==> src/rtl/cla_pkg.sv <==
// Shared definitions for the grouped carry-lookahead adder.
// Assumes the lookahead slice width stays at 4 bits.
package cla_pkg;

    localparam int unsigned GRP_W = 4;

    // Generate and propagate terms of one lookahead slice.
    typedef struct packed {
        logic [GRP_W-1:0] gen;
        logic [GRP_W-1:0] prop;
    } grp_gp_t;

endpackage

==> src/rtl/cla_gp_gen.sv <==
// Per-bit generate and propagate terms.
// Propagate uses XOR so it also serves as the half-sum.
module cla_gp_gen #(
    parameter int unsigned WIDTH = 32
) (
    input  logic [WIDTH-1:0] a,
    input  logic [WIDTH-1:0] b,
    output logic [WIDTH-1:0] gen,
    output logic [WIDTH-1:0] prop
);

    // One AND/XOR pair per bit position.
    for (genvar i = 0; i < WIDTH; i++) begin : g_bit
        assign gen[i]  = a[i] & b[i];
        assign prop[i] = a[i] ^ b[i];
    end

endmodule

==> src/rtl/cla_group4.sv <==
// One 4-bit lookahead slice: the carry into each bit and the slice
// carry-out, each a separate flat sum-of-products with no shared terms.
// Assumes gp holds the XOR propagate and AND generate of the slice.
module cla_group4
    import cla_pkg::*;
(
    input  grp_gp_t          gp,
    input  logic             cin,
    output logic [GRP_W-1:0] carry,
    output logic             cout
);

    logic [GRP_W-1:0] g;
    logic [GRP_W-1:0] p;

    assign g = gp.gen;
    assign p = gp.prop;

    // Flat carry expressions, one per position.
    always_comb begin
        carry[0] = cin;
        carry[1] = g[0]
                 | (cin  & p[0]);
        carry[2] = g[1]
                 | (g[0] & p[1])
                 | (cin  & p[0] & p[1]);
        carry[3] = g[2]
                 | (g[1] & p[2])
                 | (g[0] & p[1] & p[2])
                 | (cin  & p[0] & p[1] & p[2]);
        cout     = g[3]
                 | (g[2] & p[3])
                 | (g[1] & p[2] & p[3])
                 | (g[0] & p[1] & p[2] & p[3])
                 | (cin  & p[0] & p[1] & p[2] & p[3]);
    end

endmodule

==> src/rtl/cla_sum_xor.sv <==
// Final sum: the half-sum XORed with the carry into each bit.
module cla_sum_xor #(
    parameter int unsigned WIDTH = 32
) (
    input  logic [WIDTH-1:0] prop,
    input  logic [WIDTH-1:0] carry,
    output logic [WIDTH-1:0] sum
);

    // Bitwise XOR of the half-sum and the incoming carry.
    for (genvar i = 0; i < WIDTH; i++) begin : g_bit
        assign sum[i] = prop[i] ^ carry[i];
    end

endmodule

==> src/rtl/grouped_cla_adder.sv <==
// Top of the grouped carry-lookahead adder. WIDTH/4 lookahead slices
// are chained through their slice carries. An optional register with a
// synchronous active-low reset sits on the result.
// Assumes WIDTH is a non-zero multiple of 4.
module grouped_cla_adder
    import cla_pkg::*;
#(
    parameter int unsigned WIDTH   = 32,
    parameter bit          REG_OUT = 1'b1
) (
    input  logic             clk,
    input  logic             rst_n,
    input  logic [WIDTH-1:0] a,
    input  logic [WIDTH-1:0] b,
    input  logic             cin,
    output logic [WIDTH-1:0] sum,
    output logic             cout
);

    localparam int unsigned NGRP = WIDTH / GRP_W;

    logic [WIDTH-1:0] gen_w;
    logic [WIDTH-1:0] prop_w;
    logic [WIDTH-1:0] bit_c;
    logic [NGRP:0]    grp_c;
    logic [WIDTH-1:0] sum_c;

    cla_gp_gen #(.WIDTH(WIDTH)) u_gp (
        .a    (a),
        .b    (b),
        .gen  (gen_w),
        .prop (prop_w)
    );

    assign grp_c[0] = cin;

    // Linear chain of lookahead slices.
    for (genvar k = 0; k < NGRP; k++) begin : g_grp
        grp_gp_t gp_k;
        assign gp_k.gen  = gen_w[k*GRP_W +: GRP_W];
        assign gp_k.prop = prop_w[k*GRP_W +: GRP_W];

        cla_group4 u_slice (
            .gp    (gp_k),
            .cin   (grp_c[k]),
            .carry (bit_c[k*GRP_W +: GRP_W]),
            .cout  (grp_c[k+1])
        );
    end

    cla_sum_xor #(.WIDTH(WIDTH)) u_sum (
        .prop  (prop_w),
        .carry (bit_c),
        .sum   (sum_c)
    );

    if (REG_OUT) begin : g_reg
        // Capture the result; clear it on reset.
        always_ff @(posedge clk) begin
            if (!rst_n) begin
                sum  <= '0;
                cout <= 1'b0;
            end else begin
                sum  <= sum_c;
                cout <= grp_c[NGRP];
            end
        end
    end else begin : g_comb
        assign sum  = sum_c;
        assign cout = grp_c[NGRP];
    end

endmodule

==> config.mk <==
export PLATFORM = sky130hd
export DESIGN_NAME = grouped_cla_adder
export DESIGN_NICKNAME = d
export VERILOG_FILES = /design/src/rtl/cla_pkg.sv /design/src/rtl/cla_gp_gen.sv /design/src/rtl/cla_group4.sv /design/src/rtl/cla_sum_xor.sv /design/src/rtl/grouped_cla_adder.sv
export SDC_FILE = /design/constraint.sdc
export NUM_CORES = 1
export LEC_CHECK = 0
export CAP_MARGIN = 25
export CORE_MARGIN = 3
export CORE_UTILIZATION = 25
export CTS_BUF_LIST = sky130_fd_sc_hd__clkbuf_2
export DETAILED_ROUTE_END_ITERATION = 6
export GPL_TIMING_DRIVEN = 1
export SYNTH_ARGS = -nofsm -noshare
export SYNTH_HDL_FRONTEND = slang
export SYNTH_SLANG_ARGS = --single-unit
==> constraint.sdc <==
create_clock -name clk -period 10.52 [get_ports clk]
set_input_delay 2.63 -clock clk [delete_from_list [all_inputs] [get_ports clk]]
set_output_delay 2.63 -clock clk [all_outputs]
set_load 0.03 [all_outputs]
==> results of run 1 <==
logic make-up after synthesis:
group,after synthesis,synth area share [%]
fa+ha+maj,48,31.9
flops,33,31.9
compound gates,40,12.9
mux,8,3.87
xor+xnor,8,3.39
simple gates,56,15.1
buf+inv,4,0.786
metal layers:
metal,vias up,GRT usage (%),part of all wire (%)
li1,901,-,-
met1,755,11.9,43
met2,57,17.7,47
met3,4,3.39,8.4
met4,0,3.78,1.3
met5,-,0,0
registers in the layout, indices dropped and copies added (netlist names):
register	count
cout	1
sum	32
critical path, delay by kind of cell:
family	cells	cell delay, ps
simple gates	9	1200
compound gates	15	2850
buf+inv	1	450
fa+ha+maj	9	2000
through the flow:
| step | utilization [%] | cell area (um2) | instances |
|---|---|---|---|
| 2_1_floorplan | - | 2070 | 197 |
| 3_3_place_gp | 40.3 | 3180 | 395 |
| 3_5_place_dp | 40.3 | 3180 | 395 |
| 4_1_cts | 40.8 | 3220 | 403 |
| 5_1_grt | 40.8 | 3220 | 403 |
| 6_report | 40.8 | 3220 | 403 |
cell type report:
type,count,area (um2)
clock buffers,8,40.0
flip-flops and latches,33,661
repair buffers,100,998
fillers,791,4670
well taps,102,128
multi-input cells,160,1390
synth_stat cells:
| cell type | number | area (um2) |
|---|---|---|
| sky130_fd_sc_hd__or3_1 | 8 | 50.1 |
| sky130_fd_sc_hd__a21oi_1 | 7 | 35.0 |
| sky130_fd_sc_hd__mux2i_1 | 8 | 80.1 |
| sky130_fd_sc_hd__a21o_1 | 7 | 52.6 |
| sky130_fd_sc_hd__o21ai_0 | 9 | 45.0 |
| sky130_fd_sc_hd__fa_1 | 8 | 160 |
| sky130_fd_sc_hd__nand2b_1 | 6 | 37.5 |
| sky130_fd_sc_hd__ha_1 | 40 | 500 |
| sky130_fd_sc_hd__and3_1 | 8 | 50.1 |
| sky130_fd_sc_hd__buf_2 | 1 | 5.00 |
| sky130_fd_sc_hd__clkbuf_1 | 3 | 11.3 |
| sky130_fd_sc_hd__xor2_1 | 8 | 70.1 |
| sky130_fd_sc_hd__o211ai_1 | 7 | 52.6 |
| sky130_fd_sc_hd__or2b_1 | 2 | 15.0 |
| sky130_fd_sc_hd__a211oi_2 | 1 | 12.5 |
| sky130_fd_sc_hd__dfxtp_1 | 33 | 661 |
| sky130_fd_sc_hd__o211a_1 | 1 | 10.0 |
| sky130_fd_sc_hd__o21a_1 | 8 | 60.1 |
| sky130_fd_sc_hd__and2_1 | 16 | 100 |
| sky130_fd_sc_hd__nand2_1 | 16 | 60.1 |
worst paths after layout:
kind | end | depth (start not counted) | from
min | cout | 4 | a[31]
max | sum[30] | 34 | a[0]
power groups by stage:
stage	sequential (mW)	clock [mW]	combinational (mW)
floorplan	0.181	0	0.0554
global placement	0.148	0	0.157
detailed placement	0.148	0	0.159
CTS	0.146	0.0686	0.159
global route	0.147	0.0731	0.172
finish	0.145	0.0628	0.157
==> metrics.log, run 1 <==
[metrics] switching share of power: 33.7%
[metrics] delay of the slowest cell on the worst path: 450 ps
[metrics] critical path data required time: 10800 ps
[metrics] drt pass-1 iters: 2
[metrics] clock sink count: 33
[metrics] Peak VDD IR: 0.0334 mV
[metrics] antenna cells: 0
[metrics] portion of total power attributed to sequential cells: between 30% and 40%
[metrics] Logic pwr share: 43.0%
[metrics] CTS H-tree depth: 2
[metrics] Resize count post-CTS: 0
[metrics] category of the worst setup path launch point: primary input
[metrics] Ports: 100
[metrics] post-synthesis cell area: 2070 um2
[metrics] internal portion of total power: between 0.2 and 0.25 mW
[metrics] Placer Congestion: 0.722
[metrics] number of rows in the core area: 32
[metrics] die area: around 9400 um2
[metrics] total core area: 7890 um2
[metrics] DP Worst Slack: 1240 ps
[metrics] fin. max-slew vios: 0
[metrics] share of final-layout standard cells stronger than drive strength 1: under 10%
[metrics] maximum achievable frequency: 113 MHz
[metrics] die extent in y: 97.0 um
[metrics] vias in the first global route: 1763
[metrics] number of CTS-inserted buffers: 5
[metrics] root buf cell: sky130_fd_sc_hd__clkbuf_2
[metrics] vias after detailed routing: between 1500 and 2000
[metrics] clock-pin slew of the registers on the worst-case setup and hold paths: 170 ps
[metrics] average vias per placed instance: about 4.3
[metrics] global-route wire length before repair: 7940 um
[metrics] Mapped Avg Cell Area: 10.5 um2
[metrics] yosys warns: 0
[metrics] sequential area share after synthesis: 31.9%
[metrics] width of the die: a little under 100 um
[metrics] initial antenna violation count: 0
[metrics] final setup fails: 0
[metrics] ratio of total power to cell area: 113 nW/um2
[metrics] Total Routing Usage GR: 10.3%
[metrics] Layout Nets: between 400 and 500
[metrics] final hold viol count: 0
[metrics] Initial Utilization: 26.2%
[metrics] outcome: complete, no violations
[metrics] critical path class: primary input to flop
[metrics] LEAKAGE: roughly 1.4 nW
[metrics] Post-Route Setup TNS: 0 ps
[metrics] wirelength, routed: 4640 um
[metrics] number of design-rule violations left by the first detailed-router iteration: 17
[metrics] worst-path cell with the longest stage delay: sky130_fd_sc_hd__clkdlybuf4s50_1
[metrics] CTS tree: done
[metrics] final hold slack: 3000 ps
[metrics] synthesized instance count: 197
[metrics] Synthesized Nets: between 300 and 400
[metrics] total power after layout: approximately 0.36 mW
[metrics] Worst EP arrival: 9130 ps
[metrics] most common library cell in the layout ignoring fill and taps: sky130_fd_sc_hd__clkdlybuf4s50_1
[metrics] most frequent cell on the critical path: sky130_fd_sc_hd__ha_1
[metrics] antenna violation net count after detailed routing: 0
[metrics] final clock period utilization by the worst path: between 80% and 90%
[metrics] peak fanout along the critical path: 2
[metrics] switching power total: 0.123 mW
[metrics] WL/cell: about 12 um
[metrics] kind of capture point of the worst setup path: flop
[metrics] flops & latches, synth: 33
[metrics] reported max-cap violation count: 0
[metrics] remaining max-slew budget at the tightest pin: between 70% and 80%
[metrics] Clock power frac: 17.2%
[metrics] setup repair bufs after CTS: 0
[metrics] most frequent cells in the layout: 99 x sky130_fd_sc_hd__clkdlybuf4s50_1, 40 x sky130_fd_sc_hd__ha_1, 33 x sky130_fd_sc_hd__dfxtp_1
[metrics] path type of the worst min-delay path: primary input to flop
[metrics] remaining design rule violation count: 0
[metrics] pin count of the biggest net entering global routing: between 40 and 50
[metrics] Port Buffer Count: 99
[metrics] count of hold-fix buffers inserted at cts: 0
[metrics] min cycle time layout: 8850 ps
[metrics] setup repair after global routing missed its margin: false
[metrics] post-DP HPWL: 3830 um
[metrics] number of library cell types mapped by synthesis: 20
[metrics] maximum clock path buffer count: 2
[metrics] post-layout worst setup margin: roughly 1700 ps
[metrics] total overflow reported by the global router: 0
[metrics] area growth from synthesis to layout: 55.6%
[metrics] Worst Tran Pin Value: 355 ps
Note: power is estimated with default switching activity, not from simulation.
==> inputs of run 2 (changes only) <==
- clock period: 10.52 -> 7.6 ns (I/O delays scaled with it)
==> run 2 against run 1 <==
Combinational power up 78%. Critical path type unchanged. Largest cell class is now non-clock buffers. Sequential share of layout area down 3.1 points. Global-route usage up 1.7 points. Via count up 15%. Routed wire length up 19%. Die area unchanged. Clock power up 42%. Count of clock-buffer cells in the layout unchanged. First-iteration DRC count up 35%. Core utilization up 7.2 points. Total power up 57%. Critical path depth up 8.
==> metrics.log, run 2 (synthesis results as in run 1) <==
[metrics] reported max-cap violation count: 0 (unchanged)
[metrics] final setup fails: 0 (unchanged)
[metrics] remaining design rule violation count: 0 (unchanged)
[metrics] peak fanout along the critical path: 2 (unchanged)
[metrics] ratio of total power to cell area: 151 nW/um2 (+33%)
[metrics] largest reg by FF count: sum
[metrics] die area: 9400 um2 (unchanged)
[metrics] delay of the slowest cell on the worst path: 240 ps (-210 ps)
[metrics] setup repair after global routing missed its margin: true
[metrics] total core area: 7890 um2 (unchanged)
[metrics] combined flip-flop and latch cell area: 661 um2 (unchanged)
[metrics] most common library cell in the layout ignoring fill and taps: sky130_fd_sc_hd__clkdlybuf4s50_1
[metrics] area of the multi-input gates: 1460 um2 (+5.1%)
[metrics] initial antenna violation count: 0 (unchanged)
[metrics] kind of capture point of the worst setup path: flop
[metrics] die extent in y: 97.0 um (unchanged)
[metrics] Worst Tran Pin Value: 374 ps (+19.5 ps)
[metrics] vias in the first global route: 2081 (+18%)
[metrics] width of the die: 97.0 um (unchanged)
[metrics] category of the worst setup path launch point: primary input
[metrics] WL/cell: 11.8 um (+2.6%)
[metrics] maximum clock path buffer count: 2 (unchanged)
[metrics] area growth from synthesis to layout: 83.2%
[metrics] Peak VDD IR: 0.0480 mV (+44%)
[metrics] Total Routing Usage GR: 12.0% (+1.7 points)
[metrics] Filler Cell Count: 720 (-9.0%)
[metrics] antenna cells: 0 (unchanged)
[metrics] Largest register FFs: 32 (unchanged)
[metrics] global-route wire length before repair: 9210 um (+16%)
[metrics] fin. max-slew vios: 0 (unchanged)
[metrics] Ports: 100 (unchanged)
[metrics] total overflow reported by the global router: 0 (unchanged)
[metrics] final hold viol count: 0 (unchanged)
[metrics] outcome: complete, no violations
[metrics] CTS tree: done
[metrics] critical path data required time: 7870 ps (-2930 ps)
[metrics] LEAKAGE: 1.79 nW (+25%)
[metrics] critical path class: primary input to flop
[metrics] Port Buffer Count: 99 (unchanged)
[metrics] antenna violation net count after detailed routing: 0 (unchanged)
[metrics] number of CTS-inserted buffers: 5 (unchanged)
[metrics] Worst EP arrival: 7550 ps (-1580 ps)
[metrics] clock sink count: 33 (unchanged)
[metrics] min cycle time layout: between 7000 and 8000 ps
[metrics] number of design-rule violations left by the first detailed-router iteration: 23 (+6)
[metrics] maximum achievable frequency: 137 MHz
[metrics] worst-path cell with the longest stage delay: sky130_fd_sc_hd__ha_4
[metrics] utilization after layout: 48.0% (+7.2 points)
[metrics] Layout Nets: 481 (+16%)
[metrics] average vias per placed instance: 4.23 (-0.76%)
[metrics] post-DP HPWL: 4050 um (+5.9%)
[metrics] drt pass-1 iters: 4 (+2)
[metrics] final clock period utilization by the worst path: 95.7%
[metrics] final hold slack: 2020 ps (-986 ps)
[metrics] share of final-layout standard cells stronger than drive strength 1: 24.5% (+21 points)
[metrics] vias after detailed routing: 1983 (+15%)
[metrics] root buf cell: sky130_fd_sc_hd__clkbuf_2
[metrics] Placer Congestion: 0.734 (+1.6%)
[metrics] leading registers by flop count: sum: 32 flops, cout: 1 flops
[metrics] number of rows in the core area: 32 (unchanged)
[metrics] pin count of the biggest net entering global routing: 42 (unchanged)
[metrics] remaining max-slew budget at the tightest pin: 75.0% (-1.3 points)
[metrics] count of hold-fix buffers inserted at cts: 0 (unchanged)
[metrics] most frequent cell on the critical path: sky130_fd_sc_hd__buf_4
[metrics] most frequent cells in the layout: 92 x sky130_fd_sc_hd__clkdlybuf4s50_1, 68 x sky130_fd_sc_hd__buf_4, 33 x sky130_fd_sc_hd__dfxtp_1
[metrics] Initial Utilization: 26.2% (unchanged)
[metrics] path type of the worst min-delay path: primary input to flop
[metrics] CTS H-tree depth: 2 (unchanged)
[metrics] wirelength, routed: 5540 um (+19%)
[metrics] clock-pin slew of the registers on the worst-case setup and hold paths: 170 ps (about the same)
[run 2: changes by cell type in the layout (fill, tap and decap cells not counted)]
| cell | change |
|---|---|
| sky130_fd_sc_hd__buf_4 | +67 |
| sky130_fd_sc_hd__ha_1 | -11 |
| sky130_fd_sc_hd__clkdlybuf4s50_1 | -7 |
| sky130_fd_sc_hd__ha_2 | +7 |
| sky130_fd_sc_hd__dlymetal6s2s_1 | +5 |
| sky130_fd_sc_hd__ha_4 | +4 |
| sky130_fd_sc_hd__a21oi_1 | -1 |
| sky130_fd_sc_hd__a21oi_2 | +1 |
| sky130_fd_sc_hd__clkbuf_2 | +1 |
[run 2: worst paths after layout]
| kind | from | end | slack, ps | cells past startpoint |
|---|---|---|---|---|
| worst min-delay path | a[0] | sum[0] | 2020 | 4 |
| worst max-delay path | a[0] | sum[15] | 320 | 42 |
[run 2: critical path: cells and delay by family]
family                     cells  cell delay [ps]
adders and majority gates      5              920
buffers and inverters         25             3030
and+or+nand+nor                4              390
muxes                          1              100
AOI/OAI and AO/OA              7             1250
[run 2: cell type report]
| cell class | count | area share (%) |
|---|---|---|
| clock buffers | 8 | 1.06 |
| multi-input cells | 160 | 38.6 |
| flip-flops and latches | 33 | 17.4 |
| well taps | 102 | 3.37 |
| repair buffers | 166 | 39.6 |
[run 2: power by group]
group	total, mW	internal (mW)	leakage (nW)	switching (mW)
clock network	0.0892	0.0272	0.0332	0.0620
logic	0.280	0.160	1.48	0.120
registers	0.202	0.195	0.275	0.00626
total	0.571	0.383	1.79	0.188
[run 2: through the flow]
stage | total power, mW | instances | cell area (um2) | setup TNS, ps | setup WS (ps)
2_1_floorplan | 0.327 | 197 | 2070 | 0 | 2.47
3_3_place_gp | 0.436 | 413 | 3310 | -2830 | -634
3_5_place_dp | 0.438 | 413 | 3310 | -3440 | -734
4_1_cts | 0.570 | 466 | 3710 | 0 | 134
5_1_grt | 0.608 | 469 | 3790 | -90.9 | -43.4
6_report | 0.571 | 469 | 3790 | 0 | 324
[run 2: metal layers]
layer	global-route usage, %	vias to the layer above	part of all wire (%)
li1	-	1032	-
met1	13.0	886	42
met3	2.60	8	4.6
met5	0	-	0
met4	4.75	0	2.0
met2	22.5	57	52
[run 2: repair_timing]
| item | in CTS | in global routing |
|---|---|---|
| gates cloned | 0 | 0 |
| gates resized for setup | 9 | 17 |
| buffers inserted | 45 | 4 |
| setup endpoints to repair | 5 | 8 |
| hold endpoints to repair | 0 | 0 |
| pin swaps | 20 | 30 |
==> inputs of run 3 (changes only) <==
- CORE_MARGIN: 3 -> 2
==> run 3 against run 2 <==
Total power increased by 3.7%. Clock power decreased by 9.4%. Core utilization increased by 0.73 points. Highest routed layer unchanged.
==> metrics.log, run 3 (synthesis results as in run 1) <==
[metrics] outcome: complete, no violations
[metrics] total overflow reported by the global router: 0 (unchanged)
[metrics] placed insts: 415 (+0.48%)
[metrics] Initial Utilization: 25.4% (-0.79 points)
[metrics] Worst Tran Pin Value: 369 ps (-5.26 ps)
[metrics] critical path data required time: 7880 ps (about the same)
[metrics] drt pass-1 iters: 4 (unchanged)
[metrics] most frequent cell on the critical path: sky130_fd_sc_hd__buf_4
[metrics] clock sink count: 33 (unchanged)
[metrics] category of the worst setup path launch point: primary input
[metrics] Cell Area, Placed: 3310 um2 (-0.11%)
[metrics] Placer Congestion: 0.718 (-2.2%)
[metrics] area growth from synthesis to layout: 91.8%
[metrics] CTS tree: done
[metrics] delay of the slowest cell on the worst path: 240 ps (about the same)
[metrics] Layout Nets: 504 (+4.8%)
[metrics] vias after detailed routing: 2116 (+6.7%)
[metrics] Post-Route Setup TNS: 0 ps (unchanged)
[metrics] peak fanout along the critical path: 2 (unchanged)
[metrics] leading registers by flop count: sum: 32 flops, cout: 1 flops
[metrics] worst-path cell with the longest stage delay: sky130_fd_sc_hd__ha_4
[metrics] Total Routing Usage GR: 14.3% (+2.3 points)
[metrics] die extent in y: 95.0 um (-2.1%)
[metrics] area of the multi-input gates: 1450 um2 (-0.68%)
[metrics] largest reg by FF count: sum
[metrics] clock-pin slew of the registers on the worst-case setup and hold paths: 170 ps (about the same)
[metrics] maximum achievable frequency: 133 MHz (-3.1%)
[metrics] CP Launch Point: a[0]
[metrics] maximum clock path buffer count: 2 (unchanged)
[metrics] number of rows in the core area: 33 (+3.1%)
[metrics] most frequent cells in the layout: 92 x sky130_fd_sc_hd__clkdlybuf4s50_1, 88 x sky130_fd_sc_hd__buf_4, 33 x sky130_fd_sc_hd__dfxtp_1
[metrics] antenna violation net count after detailed routing: 0 (unchanged)
[metrics] WL/cell: 13.1 um (+11%)
[metrics] initial antenna violation count: 0 (unchanged)
[metrics] final clock period utilization by the worst path: 98.8% (+3.1 points)
[metrics] pin count of the biggest net entering global routing: 42 (unchanged)
[metrics] Worst Min Path Start: b[0]
[metrics] remaining max-slew budget at the tightest pin: 75.4% (+0.43 points)
[metrics] width of the die: 95.0 um (-2.1%)
[metrics] vias in the first global route: 2140 (+2.8%)
[metrics] combined flip-flop and latch cell area: 661 um2 (unchanged)
[metrics] path type of the worst min-delay path: primary input to flop
[metrics] Port Buffer Count: 99 (unchanged)
[metrics] remaining design rule violation count: 0 (unchanged)
[metrics] Layout Cells excl Fill: 494 (+5.3%)
[metrics] number of design-rule violations left by the first detailed-router iteration: 19 (-17%)
[metrics] CTS H-tree depth: 2 (unchanged)
[metrics] most common library cell in the layout ignoring fill and taps: sky130_fd_sc_hd__clkdlybuf4s50_1
[metrics] DP Worst Slack: -778 ps (-43.4 ps)
[metrics] reported max-cap violation count: 0 (unchanged)
[metrics] final instance area: 3970 um2 (+4.7%)
[metrics] utilization after layout: 48.8% (+0.73 points)
[metrics] Worst Hold Endpoint: sum[0]
[metrics] min cycle time layout: 7510 ps (+233 ps)
[metrics] global-route wire length before repair: 9740 um (+5.8%)
[metrics] critical path class: primary input to flop
[metrics] root buf cell: sky130_fd_sc_hd__clkbuf_2
[metrics] Worst EP arrival: 7790 ps (+240 ps)
[metrics] final setup fails: 0 (unchanged)
[metrics] total core area: 8130 um2 (+3.1%)
[metrics] Peak VDD IR: 0.0635 mV (+32%)
[metrics] kind of capture point of the worst setup path: flop
[metrics] Filler Cell Count: 725 (+0.69%)
[metrics] antenna cells: 0 (unchanged)
[metrics] number of CTS-inserted buffers: 5 (unchanged)
[metrics] final hold viol count: 0 (unchanged)
[metrics] Largest register FFs: 32 (unchanged)
[metrics] average vias per placed instance: 4.28 (+1.3%)
[metrics] fin. max-slew vios: 0 (unchanged)
[metrics] worst hold path stage count: 3 (-1)
[metrics] ratio of total power to cell area: 149 nW/um2 (-0.99%)
[metrics] die area: 9020 um2 (-4.1%)
[metrics] LEAKAGE: 1.90 nW (+6.2%)
[metrics] Ports: 100 (unchanged)
[metrics] setup repair after global routing missed its margin: true
[metrics] post-layout worst setup margin: 90.3 ps (-233 ps)
[metrics] share of final-layout standard cells stronger than drive strength 1: 28.5% (+4.0 points)
[metrics] post-DP HPWL: 3930 um (-3.1%)
[metrics] wirelength, routed: 6460 um (+17%)
## run 3: critical path: cells and delay by family
family                     cells  cell delay [ps]
and+or+nand+nor                1               90
buffers and inverters         42             5090
AOI/OAI and AO/OA              1              200
muxes                          1              100
adders and majority gates      2              410
## run 3: what timing repair did
action,CTS,global route
endpoints found under the hold margin,0,0
setup buffers,70,7
resized for setup,6,26
setup endpoints to repair,5,8
pin swaps,15,35
hold buffers,0,0
gates cloned,0,0
## run 3: how the worst max path moves through the flow
stage / endpoint / slack [ps] / cells after the start
6_report: sum[3] / 90 / 47
2_1_floorplan: sum[30] / 2 / 33
3_5_place_dp: sum[30] / -780 / 34
5_1_grt: sum[31] / -120 / 34
4_1_cts: sum[3] / 4 / 48
3_3_place_gp: sum[30] / -710 / 34
## run 3: power breakdown
part / switching, mW / leakage (nW) / internal [mW]
clock network: 0.0593 / 0.0265 / 0.0215
registers: 0.00642 / 0.275 / 0.195
logic: 0.131 / 1.60 / 0.179
## run 3: routing by layer
metal	share of wire, %	track usage (%)
met2	53	26.8
met4	3.1	6.64
met1	39	14.9
met5	0	0
met3	4.6	3.11
## run 3: layout make-up
| cell class | instances | share of cell area (%) |
|---|---|---|
| Clock buffer | 6 | 0.757 |
| Clock inverter | 1 | 0.0946 |
| Multi-Input combinational cell | 160 | 36.6 |
| Sequential cell | 33 | 16.7 |
| Tap cell | 105 | 3.31 |
| Timing Repair Buffer | 189 | 42.6 |
## run 3: stage by stage
step	power (mW)	hold slack [ps]
after global placement	0.436	2680
after floorplan	0.327	2130
after global routing	0.634	1900
final	0.592	1930
after CTS	0.584	2060
after detailed placement	0.438	2650
